### src/rtl/pf_pkg.sv
package pf_pkg;
  typedef enum logic [0:0] {
    EVT_PF_HIT      = 1'b0,
    EVT_DEMAND_MISS = 1'b1
  } evt_kind_e;

  typedef enum logic [0:0] {
    ST_IDLE  = 1'b0,
    ST_ISSUE = 1'b1
  } issue_state_e;
endpackage

### src/rtl/pfst_step.sv
module pfst_step #(
  parameter int ADDR_W    = 26,
  parameter int STRIDE_W  = 8,
  parameter int PAGE_BITS = 6
) (
  input  logic [ADDR_W-1:0]   cur_i,
  input  logic [STRIDE_W-1:0] stride_i,
  output logic [ADDR_W-1:0]   nxt_o,
  output logic                cross_o
);
  logic [ADDR_W-1:0] sx;
  assign sx      = {{(ADDR_W-STRIDE_W){stride_i[STRIDE_W-1]}}, stride_i};
  assign nxt_o   = cur_i + sx;
  assign cross_o = nxt_o[ADDR_W-1:PAGE_BITS] != cur_i[ADDR_W-1:PAGE_BITS];
endmodule

### src/rtl/pfst_victim.sv
module pfst_victim #(
  parameter int N     = 4,
  parameter int TS_W  = 16,
  parameter int IDX_W = 2
) (
  input  logic                      clk,
  input  logic                      rst_n,
  input  logic [N-1:0]              valid_i,
  input  logic [N-1:0][TS_W-1:0]    ts_i,
  output logic [IDX_W-1:0]          victim_o
);
  logic            found;
  logic [TS_W-1:0] best;

  always_comb begin
    victim_o = '0;
    found    = 1'b0;
    best     = ts_i[0];
    for (int i = 0; i < N; i++) begin
      if (!found) begin
        if (!valid_i[i]) begin
          victim_o = IDX_W'(i);
          found    = 1'b1;
        end else if (ts_i[i] < best) begin
          best     = ts_i[i];
          victim_o = IDX_W'(i);
        end
      end
    end
  end

  // a free slot always wins over eviction
  p_victim_free_r2: assert property (@(posedge clk) disable iff (!rst_n)
    (valid_i != {N{1'b1}}) |-> !valid_i[victim_o]);
endmodule

### src/rtl/pfst_match.sv
module pfst_match #(
  parameter int N        = 4,
  parameter int ADDR_W   = 26,
  parameter int STRIDE_W = 8,
  parameter int DEPTH    = 1,
  parameter int IDX_W    = 2
) (
  input  logic                          clk,
  input  logic                          rst_n,
  input  logic [N-1:0]                  valid_i,
  input  logic [N-1:0][ADDR_W-1:0]      line_i,
  input  logic [N-1:0][STRIDE_W-1:0]    stride_i,
  input  logic [ADDR_W-1:0]             probe_i,
  output logic                          hit_o,
  output logic [IDX_W-1:0]              idx_o
);
  logic [N-1:0] ent_hit;

  for (genvar i = 0; i < N; i++) begin : g_ent
    logic [ADDR_W-1:0] sx;
    logic [DEPTH-1:0]  win_hit;
    assign sx = {{(ADDR_W-STRIDE_W){stride_i[i][STRIDE_W-1]}}, stride_i[i]};
    for (genvar j = 0; j < DEPTH; j++) begin : g_win
      logic [ADDR_W-1:0] cand;
      assign cand       = line_i[i] - ADDR_W'(j) * sx;
      assign win_hit[j] = cand == probe_i;
    end
    assign ent_hit[i] = valid_i[i] & (|win_hit);
  end

  always_comb begin
    hit_o = 1'b0;
    idx_o = '0;
    for (int i = 0; i < N; i++) begin
      if (!hit_o && ent_hit[i]) begin
        hit_o = 1'b1;
        idx_o = IDX_W'(i);
      end
    end
  end

  // only live streams can match
  p_match_live_r5: assert property (@(posedge clk) disable iff (!rst_n)
    hit_o |-> valid_i[idx_o]);
endmodule

### src/rtl/pf_stream_table.sv
module pf_stream_table #(
  parameter int NSTREAMS  = 4,
  parameter int STARTUP   = 1,
  parameter int ADDR_W    = 26,
  parameter int STRIDE_W  = 8,
  parameter int PAGE_BITS = 6,
  parameter int TYPE_W    = 2,
  parameter int TS_W      = 16,
  parameter int CNT_W     = 16
) (
  input  logic                clk,
  input  logic                rst_n,
  input  logic                cross_en,
  input  logic                alloc_valid,
  output logic                alloc_ready,
  input  logic [ADDR_W-1:0]   alloc_line,
  input  logic [STRIDE_W-1:0] alloc_stride,
  input  logic [TYPE_W-1:0]   alloc_type,
  input  logic                evt_valid,
  output logic                evt_ready,
  input  logic [ADDR_W-1:0]   evt_line,
  input  logic                evt_kind,
  output logic                evt_match,
  output logic                miss_to_train,
  output logic                pf_valid,
  input  logic                pf_ready,
  output logic [ADDR_W-1:0]   pf_line,
  output logic [TYPE_W-1:0]   pf_type,
  output logic [CNT_W-1:0]    cnt_alloc,
  output logic [CNT_W-1:0]    cnt_req,
  output logic [CNT_W-1:0]    cnt_cross
);
  import pf_pkg::*;

  localparam int IDX_W = (NSTREAMS > 1) ? $clog2(NSTREAMS) : 1;
  localparam int RW    = $clog2(STARTUP + 1);

  // stream table
  logic [NSTREAMS-1:0]                 vld_q, vld_d;
  logic [NSTREAMS-1:0][ADDR_W-1:0]     line_q, line_d;
  logic [NSTREAMS-1:0][STRIDE_W-1:0]   strd_q, strd_d;
  logic [NSTREAMS-1:0][TS_W-1:0]       ts_q, ts_d;
  logic [NSTREAMS-1:0][TYPE_W-1:0]     typ_q, typ_d;

  // issue control
  issue_state_e     st_q, st_d;
  logic [IDX_W-1:0] tgt_q, tgt_d;
  logic [RW-1:0]    rem_q, rem_d;
  logic [TS_W-1:0]  now_q;
  logic [CNT_W-1:0] ca_q, ca_d, cr_q, cr_d, cx_q, cx_d;

  logic [IDX_W-1:0]  victim, m_idx;
  logic              m_hit;
  logic [ADDR_W-1:0] step_line;
  logic              step_cross, step_kill;
  logic              alloc_fire, evt_fire, pf_fire;

  pfst_victim #(.N(NSTREAMS), .TS_W(TS_W), .IDX_W(IDX_W)) u_victim (
    .clk(clk), .rst_n(rst_n), .valid_i(vld_q), .ts_i(ts_q), .victim_o(victim));

  pfst_match #(.N(NSTREAMS), .ADDR_W(ADDR_W), .STRIDE_W(STRIDE_W),
               .DEPTH(STARTUP), .IDX_W(IDX_W)) u_match (
    .clk(clk), .rst_n(rst_n), .valid_i(vld_q), .line_i(line_q),
    .stride_i(strd_q), .probe_i(evt_line), .hit_o(m_hit), .idx_o(m_idx));

  pfst_step #(.ADDR_W(ADDR_W), .STRIDE_W(STRIDE_W), .PAGE_BITS(PAGE_BITS)) u_step (
    .cur_i(line_q[tgt_q]), .stride_i(strd_q[tgt_q]),
    .nxt_o(step_line), .cross_o(step_cross));

  assign alloc_ready   = (st_q == ST_IDLE);
  assign evt_ready     = (st_q == ST_IDLE) && !alloc_valid;
  assign alloc_fire    = alloc_valid && alloc_ready;
  assign evt_fire      = evt_valid && evt_ready;
  assign evt_match     = evt_fire && m_hit;
  assign miss_to_train = evt_fire && !m_hit && (evt_kind == EVT_DEMAND_MISS);

  assign step_kill = (st_q == ST_ISSUE) && step_cross && !cross_en;
  assign pf_valid  = (st_q == ST_ISSUE) && !step_kill;
  assign pf_line   = step_line;
  assign pf_type   = typ_q[tgt_q];
  assign pf_fire   = pf_valid && pf_ready;

  assign cnt_alloc = ca_q;
  assign cnt_req   = cr_q;
  assign cnt_cross = cx_q;

  // next-state
  always_comb begin
    vld_d  = vld_q;
    line_d = line_q;
    strd_d = strd_q;
    ts_d   = ts_q;
    typ_d  = typ_q;
    st_d   = st_q;
    tgt_d  = tgt_q;
    rem_d  = rem_q;
    ca_d   = ca_q;
    cr_d   = cr_q;
    cx_d   = cx_q;
    case (st_q)
      ST_IDLE: begin
        if (alloc_fire) begin
          vld_d[victim]  = 1'b1;
          line_d[victim] = alloc_line;
          strd_d[victim] = alloc_stride;
          ts_d[victim]   = now_q;
          typ_d[victim]  = alloc_type;
          tgt_d          = victim;
          rem_d          = RW'(STARTUP);
          st_d           = ST_ISSUE;
          ca_d           = ca_q + 1'b1;
        end else if (evt_fire && m_hit) begin
          ts_d[m_idx] = now_q;
          tgt_d       = m_idx;
          rem_d       = RW'(1);
          st_d        = ST_ISSUE;
        end
      end
      default: begin
        if (step_kill) begin
          vld_d[tgt_q] = 1'b0;
          cx_d         = cx_q + 1'b1;
          st_d         = ST_IDLE;
        end else if (pf_fire) begin
          line_d[tgt_q] = step_line;
          cr_d          = cr_q + 1'b1;
          if (step_cross) cx_d = cx_q + 1'b1;
          rem_d = rem_q - 1'b1;
          if (rem_q == RW'(1)) st_d = ST_IDLE;
        end
      end
    endcase
  end

  // registers
  always_ff @(posedge clk or negedge rst_n) begin
    if (!rst_n) begin
      vld_q  <= '0;
      line_q <= '0;
      strd_q <= '0;
      ts_q   <= '0;
      typ_q  <= '0;
      st_q   <= ST_IDLE;
      tgt_q  <= '0;
      rem_q  <= '0;
      now_q  <= '0;
      ca_q   <= '0;
      cr_q   <= '0;
      cx_q   <= '0;
    end else begin
      now_q <= now_q + 1'b1;
      vld_q <= vld_d;
      st_q  <= st_d;
      ca_q  <= ca_d;
      cr_q  <= cr_d;
      cx_q  <= cx_d;
      if (alloc_fire || evt_fire || pf_fire) begin
        line_q <= line_d;
        strd_q <= strd_d;
        ts_q   <= ts_d;
        typ_q  <= typ_d;
        tgt_q  <= tgt_d;
      end
      if (alloc_fire || evt_fire || pf_fire) rem_q <= rem_d;
    end
  end

  // request held while stalled (cross_en is static by contract)
  p_pf_hold_r4: assert property (@(posedge clk) disable iff (!rst_n)
    (pf_valid && !pf_ready) |=> (pf_valid && $stable(pf_line) && $stable(pf_type))
                                || !$stable(cross_en));

  // each handshake is counted
  p_req_count_r4: assert property (@(posedge clk) disable iff (!rst_n)
    (pf_valid && pf_ready) |=> cnt_req != $past(cnt_req));

  // accepting a stream starts a burst
  p_alloc_busy_r3: assert property (@(posedge clk) disable iff (!rst_n)
    (alloc_valid && alloc_ready) |=> !alloc_ready);

  // a forbidden crossing invalidates the stream
  p_kill_r9: assert property (@(posedge clk) disable iff (!rst_n)
    ((st_q == ST_ISSUE) && step_cross && !cross_en) |=> !vld_q[$past(tgt_q)]);

  // a matched event is never forwarded to training
  p_no_fwd_r7: assert property (@(posedge clk) disable iff (!rst_n)
    evt_match |-> !miss_to_train);
endmodule

### config.mk
export PLATFORM = sky130hd
export DESIGN_NAME = pf_stream_table
export DESIGN_NICKNAME = d
export VERILOG_FILES = /design/src/rtl/pf_pkg.sv /design/src/rtl/pfst_step.sv /design/src/rtl/pfst_victim.sv /design/src/rtl/pfst_match.sv /design/src/rtl/pf_stream_table.sv
export SDC_FILE = /design/constraint.sdc
export NUM_CORES = 1
export LEC_CHECK = 0
export ABC_AREA = 0
export BUFFER_PORTS_ARGS = -buffer_cell sky130_fd_sc_hd__clkbuf_2
export CAP_MARGIN = 10
export CORE_ASPECT_RATIO = 0.5
export CORE_UTILIZATION = 30
export DETAILED_ROUTE_END_ITERATION = 10
export SLEW_MARGIN = 10
export SYNTH_ARGS = -nofsm -noshare
export SYNTH_HDL_FRONTEND = slang
export SYNTH_SLANG_ARGS = --single-unit
### constraint.sdc
create_clock -name clk -period 6.7 [get_ports clk]
set_clock_uncertainty 0.05 [all_clocks]
set_input_delay 0.335 -clock clk [delete_from_list [all_inputs] [get_ports clk]]
set_output_delay 0.335 -clock clk [all_outputs]
set_load 0.02 [all_outputs]
# [Yosys cells after proc, flatten, opt, wreduce, memory -nomap -nowiden]
# Index checks and enable logic that the tools add are counted.
[word_totals] output_inout_bits=81 word_cells=174 register_bits=280
[op_classes] reduce_logical=38 bitwise_logic=9 n_eq_ne=8 mux=80 magnitude_cmp=9 add_sub_neg=6
[ops] cell="$mux W104" n=4
[ops] cell="$bwmux W104" n=2
[ops] cell="$mux W16" n=11
[ops] cell="$bwmux W64" n=2
[ops] cell="$mux W64" n=2
[ops] cell="$demux W26 S2" n=2
[ops] cell="$eq A26 B26 Y1" n=4
[ops] cell="$mux W26" n=3
[ops] cell="$add A16 B1 Y16 const B" n=4
[ops] cell="$demux W16 S2" n=2
[ops] cell="$bmux W26 S2" n=1
[ops] cell="$lt A16 B16 Y1" n=3
[ops] cell="$bwmux W32" n=1
[ops] cell="$mux W2" n=14
[ops] cell="$add A26 B26 Y26" n=1
[ops] cell="$mux W1" n=24
[ops] cell="$ne A20 B20 Y1" n=1
[ops] cell="$bmux W8 S2" n=1
[ops] cell="$demux W8 S2" n=1
[ops] cell="$logic_and A1 B1 Y1" n=16
[ops] cell="$mux W8" n=2
[ops] cell="$mux W4" n=3
[ops] cell="$reduce_and A3 Y1" n=4
[ops] cell="$lt A2 B3 Y1 const B" n=3
[ops] cell="other kinds (19)" n=39

# [Logic depth before layout (Yosys ltp)]
# Gate-level depths: netlist (run 1).
[logic_depth] ltp_word=19 depth_mapped=31 ltp_nobuf=26

# [Cells and area by module]
# Synthesis (run 1) repeated with hierarchy kept, for this count alone.
[hier_totals] cells_unflattened=1508 hier_area_um2=17306.6
[by_module_without_submodules] module="pf_stream_table" seq_area_each_um2=7006.7 area_per_inst_um2=12672.2 cells_each=919 instances=1
[by_module_without_submodules] module="pfst_victim" seq_area_each_um2=0.0 area_per_inst_um2=1704.1 cells_each=204 instances=1
[by_module_without_submodules] module="pfst_step" seq_area_each_um2=0.0 area_per_inst_um2=1641.6 cells_each=229 instances=1
[by_module_without_submodules] module="pfst_match" seq_area_each_um2=0.0 area_per_inst_um2=1288.7 cells_each=156 instances=1

# [Worst setup path before layout (run 1)]
# Ideal clock, no wire load.
[synth_timing] path_kind="flip-flop to flip-flop" startpoint="reg ts_q[15] (netlist bit)" endpoint="reg line_q[100] (netlist bit)" stages_incl_launch_ff=31 path_slack_ps=-444 n_path_buf=5 t_required_ps=6523 t_arrival_ps=6967 period_less_slack_ps=7144 cell_sequence="dfrtp_1 -> inv_1 -> ha_1 -> nand4_1 -> or4_1 -> a211o_1 -> nand4_1 -> clkbuf_1 -> mux2i_1 -> ha_1 -> a2111oi_0 -> a21oi_1 -> nor2_1 -> o21ai_0 -> clkbuf_1 -> nand2_1 -> o21ai_0 -> ha_1 -> a211oi_1 -> o221ai_1 -> or3_1 -> a31oi_1 -> o31ai_1 -> a21oi_1 -> o21bai_2 -> or3b_1 -> clkbuf_1 -> a221o_1 -> buf_2 -> buf_6 -> mux2_1"
[synth_via] elab_chain_len=19 word_cells_on_any_way=26
[synth_lines] element="from (decl)" line_no="pf_stream_table.sv:42" source="logic [NSTREAMS-1:0][TS_W-1:0] ts_q, ts_d;"
[synth_lines] element="from (signal assigned)" line_no="pf_stream_table.sv:160" source="ts_q <= ts_d;"
[synth_lines] element="$lt A16 B16 Y1" line_no="pfst_victim.sv:24" source="end else if (ts_i[i] < best) begin"
[synth_lines] element="$mux W16" line_no="pfst_victim.sv:24"
[synth_lines] element="$mux W16" line_no="pfst_victim.sv:21" source="if (!valid_i[i]) begin"
[synth_lines] element="$mux W16" line_no="pfst_victim.sv:20" source="if (!found) begin"
[synth_lines] element="$lt A16 B16 Y1" line_no="pfst_victim.sv:24"
[synth_lines] element="$mux W16" line_no="pfst_victim.sv:24"
[synth_lines] element="$mux W16" line_no="pfst_victim.sv:21"
[synth_lines] element="$mux W16" line_no="pfst_victim.sv:20"
[synth_lines] element="(+3 left out)"
[synth_lines] element="$mux W2 *" line_no="pfst_victim.sv:20"
[synth_lines] element="$lt A2 B3 Y1 (implied by the code) or $ge A2 B1 Y1 (tied branches)" line_no="pf_stream_table.sv:104" source="line_d[victim] = alloc_line;"
[synth_lines] element="$logic_and A1 B1 Y1 (implied by the code)" line_no="pf_stream_table.sv:104"
[synth_lines] element="$mux W26 (implied by the code)" line_no="pf_stream_table.sv:104"
[synth_lines] element="$demux W26 S2 *" line_no="pf_stream_table.sv:104"
[synth_lines] element="$bwmux W104 *" line_no="pf_stream_table.sv:104"
[synth_lines] element="$mux W104 *" line_no="pf_stream_table.sv:102" source="if (alloc_fire) begin"
[synth_lines] element="$mux W104 *" line_no="pf_stream_table.sv:100" source="case (st_q)"
[synth_lines] element="to (signal assigned)" line_no="pf_stream_table.sv:158" source="line_q <= line_d;"
[synth_lines] element="to (decl)" line_no="pf_stream_table.sv:40" source="logic [NSTREAMS-1:0][ADDR_W-1:0] line_q, line_d;"
# Mark *: on every way between the ends. The rest lies on a longest branch, timed or not. The select of a mux whose other input is x is not followed.
# A chain may end at the register's enable or synchronous reset.

# [Worst setup path in the final report (run 1)]
[layout_timing] startpoint="reg ts_q[31] (netlist bit)" endpoint="reg line_q[100] (netlist bit)"
# The elaborated chain is that of the path after synthesis.

==> results.cfg, run 1 <==
[run_status]
status = complete, but fails checks
violations = negative setup slack

[routing]
final_antenna_net_count = 0
drt_wl_total_um = 56400
via_per_inst = 5.30
vias = 14500
drt_iter0_drc = 998
wire_per_inst_um = 20.6
drtPass1Iterations = 5
drcViolationCount = 0

[critical_path]
path_buf_inv = 5
cp.required_ns = 7.11
critical_path.max_stage_delay_ns = 0.58
startpoint = ts_q[31]$_DFFE_PN0P_
worstRegToRegCells = 29
worstSetupEndpointType = flop
path_max_fanout = 7
worstSetupPathType = flop to flop
slowest_stage = or4_4
crit_top_cell = buf_12
r2r-start = ts_q[31]$_DFFE_PN0P_
crit_cells = 29
cp.arrival_ns = 7.18
startpoint_type = flop
cpLargestDelayFamily = compound AO/OA/AOI/OAI gates
r2r_slack_ns = -0.06

[synth]
ys_ff_latch = 280
synth_cell_types = 84
synthesis.area_sq_um = 18000
async_reset_ff_frac = 1.00
synthCells = 1685
ys_warn_count = 0
syn-mean-instance-area_sq_um = 10.7
synth-edff-count = 0
synth-seq-area-share = 0.389
synth_top_flop_cell = dfrtp_1
synthesis.nets = 1829

[cts]
clkLatencyLatePin_ns = 0.58
tritoncts = built
clock-sinks = 280
cts-root-buf = clkbuf_16
h-tree-depth = 1
cts.clk_slew.worst_paths_ns = 0.06
cts_buffers = 31
cts_buffer_depth = 3

[hold_path]
hold_depth = 2
hp-start = alloc_stride[3]
hold_path_class = input pin to flop

[floorplan]
fp.dieW_um = 349
initial_core_util = 0.304
die_height_um = 175
rows = 63
ios = 150
core_area_sq_um = 59300
dieArea_sq_um = 61100

[final_layout]
syn2layout_area_growth_pct = 23.1
final_nets = 2038
stdcell_count = 2731
drive_gt1_frac = 0.314

[timing]
layout_setup_ws_ns = -0.0645
period_needed_ns = 6.76
slew_headroom = 0.199
finalHoldViolCount = 0
tightest_slew_ns = 1.20
setup_viol = 20
fin_hold_ws_ns = 0.0253
fmax_mhz = 148
slew_viol_final = 0
finalCritPeriodShare = 1.01
rsz0062_at_grt = true

[grt]
grt_max_degree = 175
overflow = 0
grt_pass1_vias = 14200
grt_pass1_wl_um = 84100
grt_util_all_layers = 0.174
antenna_found_initial = 1

[placement]
dp_slack_ns = -0.311
placedCellCount = 2627
hpwlAfterDp_um = 38900
port_buffers = 149
place_congestion = 0.888

[job]
maxCapViolCount = 0
registers in the layout, indices dropped and copies added (netlist names):
name       cells
line_q       104
ts_q          64
strd_q        32
cnt_alloc     16
cnt_cross     16
cnt_req       16
now_q         16
typ_q          8
vld_q          4
tgt_q          2
rem_q          1
st_q           1
final timing paths:
kind / endpoint
max in group asynchronous: tgt_q[1]$_DFFE_PN0P_
max reg2reg: line_q[100]$_DFFE_PN0P_
min in group asynchronous: cnt_alloc[8]$_DFFE_PN0P_
min: strd_q[27]$_DFFE_PN0P_
min reg2reg: cnt_alloc[15]$_DFFE_PN0P_
max: line_q[100]$_DFFE_PN0P_
area by class of cell:
| class | count | area (sq um) |
|---|---|---|
| fillers | 5818 | 37100 |
| multi-input cells | 1257 | 10900 |
| flip-flops and latches | 280 | 7010 |
| repair buffers | 263 | 2090 |
| well taps | 812 | 1020 |
| clock buffers | 49 | 903 |
| inverters | 61 | 229 |
| clock inverters | 8 | 53.8 |
| diodes | 1 | 2.50 |
cell usage in the layout (no fill, tap or decap), drive strengths merged, types with 8 or more instances in the layout:
cell         count
mux2i           22
nor2            58
nor3            23
a211oi          12
o21bai           8
o22ai           81
a21o            10
dlygate4sd3     10
a21oi           48
clkbuf         205
a211o            8
xnor2          127
a31oi            9
nor2b           11
nand4           52
nand2          119
and2            10
dfrtp          280
buf             97
nor4            15
nand2b          13
or2             10
o21ai           86
and3            24
inv             63
mux4            36
mux2           207
xor2            66
nand3           41
ha              74
Yosys cell counts, drive strengths merged (22+ instances only):
master | n | area share
buf | 36 | 0.012
xnor2 | 127 | 0.062
nor2 | 58 | 0.012
ha | 74 | 0.051
clkbuf | 51 | 0.011
o22ai | 81 | 0.028
o21ai | 86 | 0.024
nand2 | 119 | 0.025
xor2 | 66 | 0.032
inv | 61 | 0.013
nand3 | 41 | 0.012
nand4 | 52 | 0.018
mux4 | 36 | 0.045
mux2i | 22 | 0.012
dfrtp | 280 | 0.39
nor3 | 23 | 0.0064
mux2 | 207 | 0.13
a21oi | 48 | 0.014
and3 | 24 | 0.0084
kinds of logic after synthesis:
logic type               Yosys count  synth area share
multiplexers                     265             0.190
adder cells (fa/ha/maj)           75            0.0525
AO/OA/AOI/OAI                    310             0.115
XOR/XNOR                         199             0.101
buffers and inverters            148            0.0350
flip-flops                       280             0.389
AND/OR/NAND/NOR                  408             0.117
stage by stage:
stage / instance area (sq um) / setup TNS, ns / util
floorplan: 18000 / 0 / -
global placement: 20100 / -0.987 / 0.339
detailed placement: 20100 / -26.06 / 0.339
CTS: 21300 / -0.00810 / 0.359
global route: 22200 / -20.45 / 0.374
finish: 22200 / -0.824 / 0.374
worst reg2reg max path, delay by kind of cell, from the launching register on:
family / cells / cell delay (ns)
adders and majority gates: 3 / 0.69
muxes: 2 / 0.57
and+or+nand+nor: 6 / 1.65
DFF: 1 / 0.42
buffers and inverters: 5 / 0.75
AOI/OAI and AO/OA: 13 / 2.53
metal layers:
metal	track usage	vias up	part of all wire
li1	-	6633	-
met1	0.228	7329	0.43
met2	0.303	394	0.49
met3	0.0168	107	0.048
met4	0.0532	0	0.034
met5	0	-	0
timing repair:
action                                 CTS  global route
gates resized for setup                 14           119
endpoints found under the hold margin  142             0
pin swaps                                5             9
setup endpoints to repair              185           208
hold buffers                            10             0
gates cloned                             1            10
buffers inserted                         6            20
Power of run 1 is left out: the tool's default activity adds up to more than one toggle a clock period on the data nets, which glitch-free logic cannot reach.
==> run 2, diff against run 1 <==
Settings changed: CORE_ASPECT_RATIO 0.5 to 0.7.
Clock period 6.7 ns to 8.7 ns, I/O delays scaled along.
==> run 2 against run 1 <==
Against the previous run: the flow now finishes without violations; critical path depth shrank 2; final cell count shrank 3.6%; first-iteration DRC count grew 37%; design area shrank 7.2%; non-clock buffer count shrank 84; global-route usage grew 1.9 points; hold slack gained 0.039 ns; clock-buffer cell count shrank 10; die area is essentially flat; utilization shrank 2.5 points; routed wire length grew 5.2%; sequential cell count is the same; highest routed layer is now met5.
==> results.cfg, run 2 (synthesis gave the netlist of run 1 again) <==
[run_status]
status = finished clean

[grt]
grt_pass1_vias = 14300
antenna_found_initial = 11
overflow = 0
grt_pass1_wl_um = 90100
grt_util_all_layers = 0.193
grt_max_degree = 102

[routing]
drtPass1Iterations = 5
drt_wl_total_um = 59300
final_antenna_net_count = 0
vias = 14400
wire_per_inst_um = 22.5
via_per_inst = 5.46
drt_iter0_drc = 1370
drcViolationCount = 0

[cts]
clock-sinks = 280
h-tree-depth = 1
post-cts-setup-buffers = 0
clkLatencyLatePin_ns = 0.60
cts_buffer_depth = 3
tritoncts = built
cts.clk_slew.worst_paths_ns = 0.07
cts_buffers = 29
cts-root-buf = clkbuf_16

[final_layout]
nFillCells = 5968
drive_gt1_frac = 0.261
final_nets = 1952
syn2layout_area_growth_pct = 14.2
final_cell_mix = dfrtp_1, mux2_2, clkbuf_2
top_register = line_q
reg.largest.list = line_q: 104 flops, ts_q: 64 flops, strd_q: 32 flops
largest_reg_flops = 104
layout_commonest_cell = dfrtp_1

[timing]
fmax_mhz = 126
finalHoldViolCount = 0
finalCritPeriodShare = 0.913
tns_ns = 0
tightest_slew_ns = 1.24
period_needed_ns = 7.95
rsz0062_at_grt = false
slew_headroom = 0.170
setup_viol = 0
slew_viol_final = 0

[critical_path]
worstSetupPathType = flop to flop
cp.arrival_ns = 8.36
r2r-start = ts_q[15]$_DFFE_PN0P_
critical_path.max_stage_delay_ns = 0.64
path_buf_inv = 5
path_max_fanout = 26
cp.required_ns = 9.11
slowest_stage = or4_1
worstRegToRegCells = 27
r2r_slack_ns = 0.75
r2r-end = line_q[51]$_DFFE_PN0P_
cpLargestDelayFamily = compound AO/OA/AOI/OAI gates
worstSetupEndpointType = flop
startpoint_type = flop
crit_top_cell = buf_4

[hold_path]
hold_path_class = input pin to flop
hold_depth = 2
hp-start = alloc_stride[7]
whs_endpoint = strd_q[15]$_DFFE_PN0P_

[placement]
place_congestion = 0.936
hpwlAfterDp_um = 44200
port_buffers = 149

[floorplan]
rows = 74
core_area_sq_um = 58900
dieArea_sq_um = 61100
initial_core_util = 0.306
die_height_um = 207
fp.dieW_um = 295
ios = 150

[job]
maxCapViolCount = 0
==> run 2: cell types whose count changed in the layout (fill, tap and decap cells not counted), sizes merged <==
cell and change:
clkinvlp +2, bufinv +1, inv +1, dlygate4sd3 -9, diode +2, clkbuf -18
buf -67, clkinv +3
==> run 2: routing by layer <==
metal  global-route usage  vias up  wire length (um)
li1                     -     6428                 -
met1                0.279     7238             27000
met2                0.271      590             24200
met3               0.0729       87              6860
met4               0.0379       16              1140
met5                    0        -               110
==> run 2: stage by stage <==
| step | setup slack [ns] | hold slack, ns | cell area (sq um) | utilization | cells |
|---|---|---|---|---|---|
| 2_1_floorplan | 1.56 | 0.0894 | 18000 | - | 1685 |
| 3_3_place_gp | 1.16 | 0.405 | 19600 | 0.333 | 2574 |
| 3_5_place_dp | 0.890 | 0.411 | 19600 | 0.333 | 2574 |
| 4_1_cts | 0.819 | 0.0314 | 20600 | 0.350 | 2629 |
| 5_1_grt | 0.181 | 0.0490 | 20600 | 0.350 | 2629 |
| 6_report | 0.753 | 0.0648 | 20600 | 0.350 | 2632 |
==> run 2: what timing repair did <==
action	CTS	global route
hold endpoints to repair	99	0
gates resized for setup	0	0
hold buffers	1	0
==> run 2: worst max path at each step <==
stage	start	to	slack, ns	cells past startpoint
after detailed placement	ts_q[15]$_DFFE_PN0P_	line_q[95]$_DFFE_PN0P_	0.89	27
after CTS	ts_q[15]$_DFFE_PN0P_	line_q[44]$_DFFE_PN0P_	0.82	27
final	ts_q[15]$_DFFE_PN0P_	line_q[51]$_DFFE_PN0P_	0.75	27
after floorplan	ts_q[15]$_DFFE_PN0P_	line_q[100]$_DFFE_PN0P_	1.56	30
after global placement	ts_q[15]$_DFFE_PN0P_	line_q[47]$_DFFE_PN0P_	1.16	29
after global routing	ts_q[15]$_DFFE_PN0P_	line_q[51]$_DFFE_PN0P_	0.18	29
==> run 2: layout make-up <==
class,instances,area (sq um),share of cell area
Clock buffer,39,823,0.0400
Tap cell,798,998,0.0485
Sequential cell,280,7010,0.340
Multi-Input combinational cell,1257,10400,0.505
Timing Repair Buffer,179,996,0.0484
Clock inverter,15,134,0.00650
Inverter,61,229,0.0111
Antenna cell,3,7.51,0.000364
Power of run 2 is left out for the same reason.
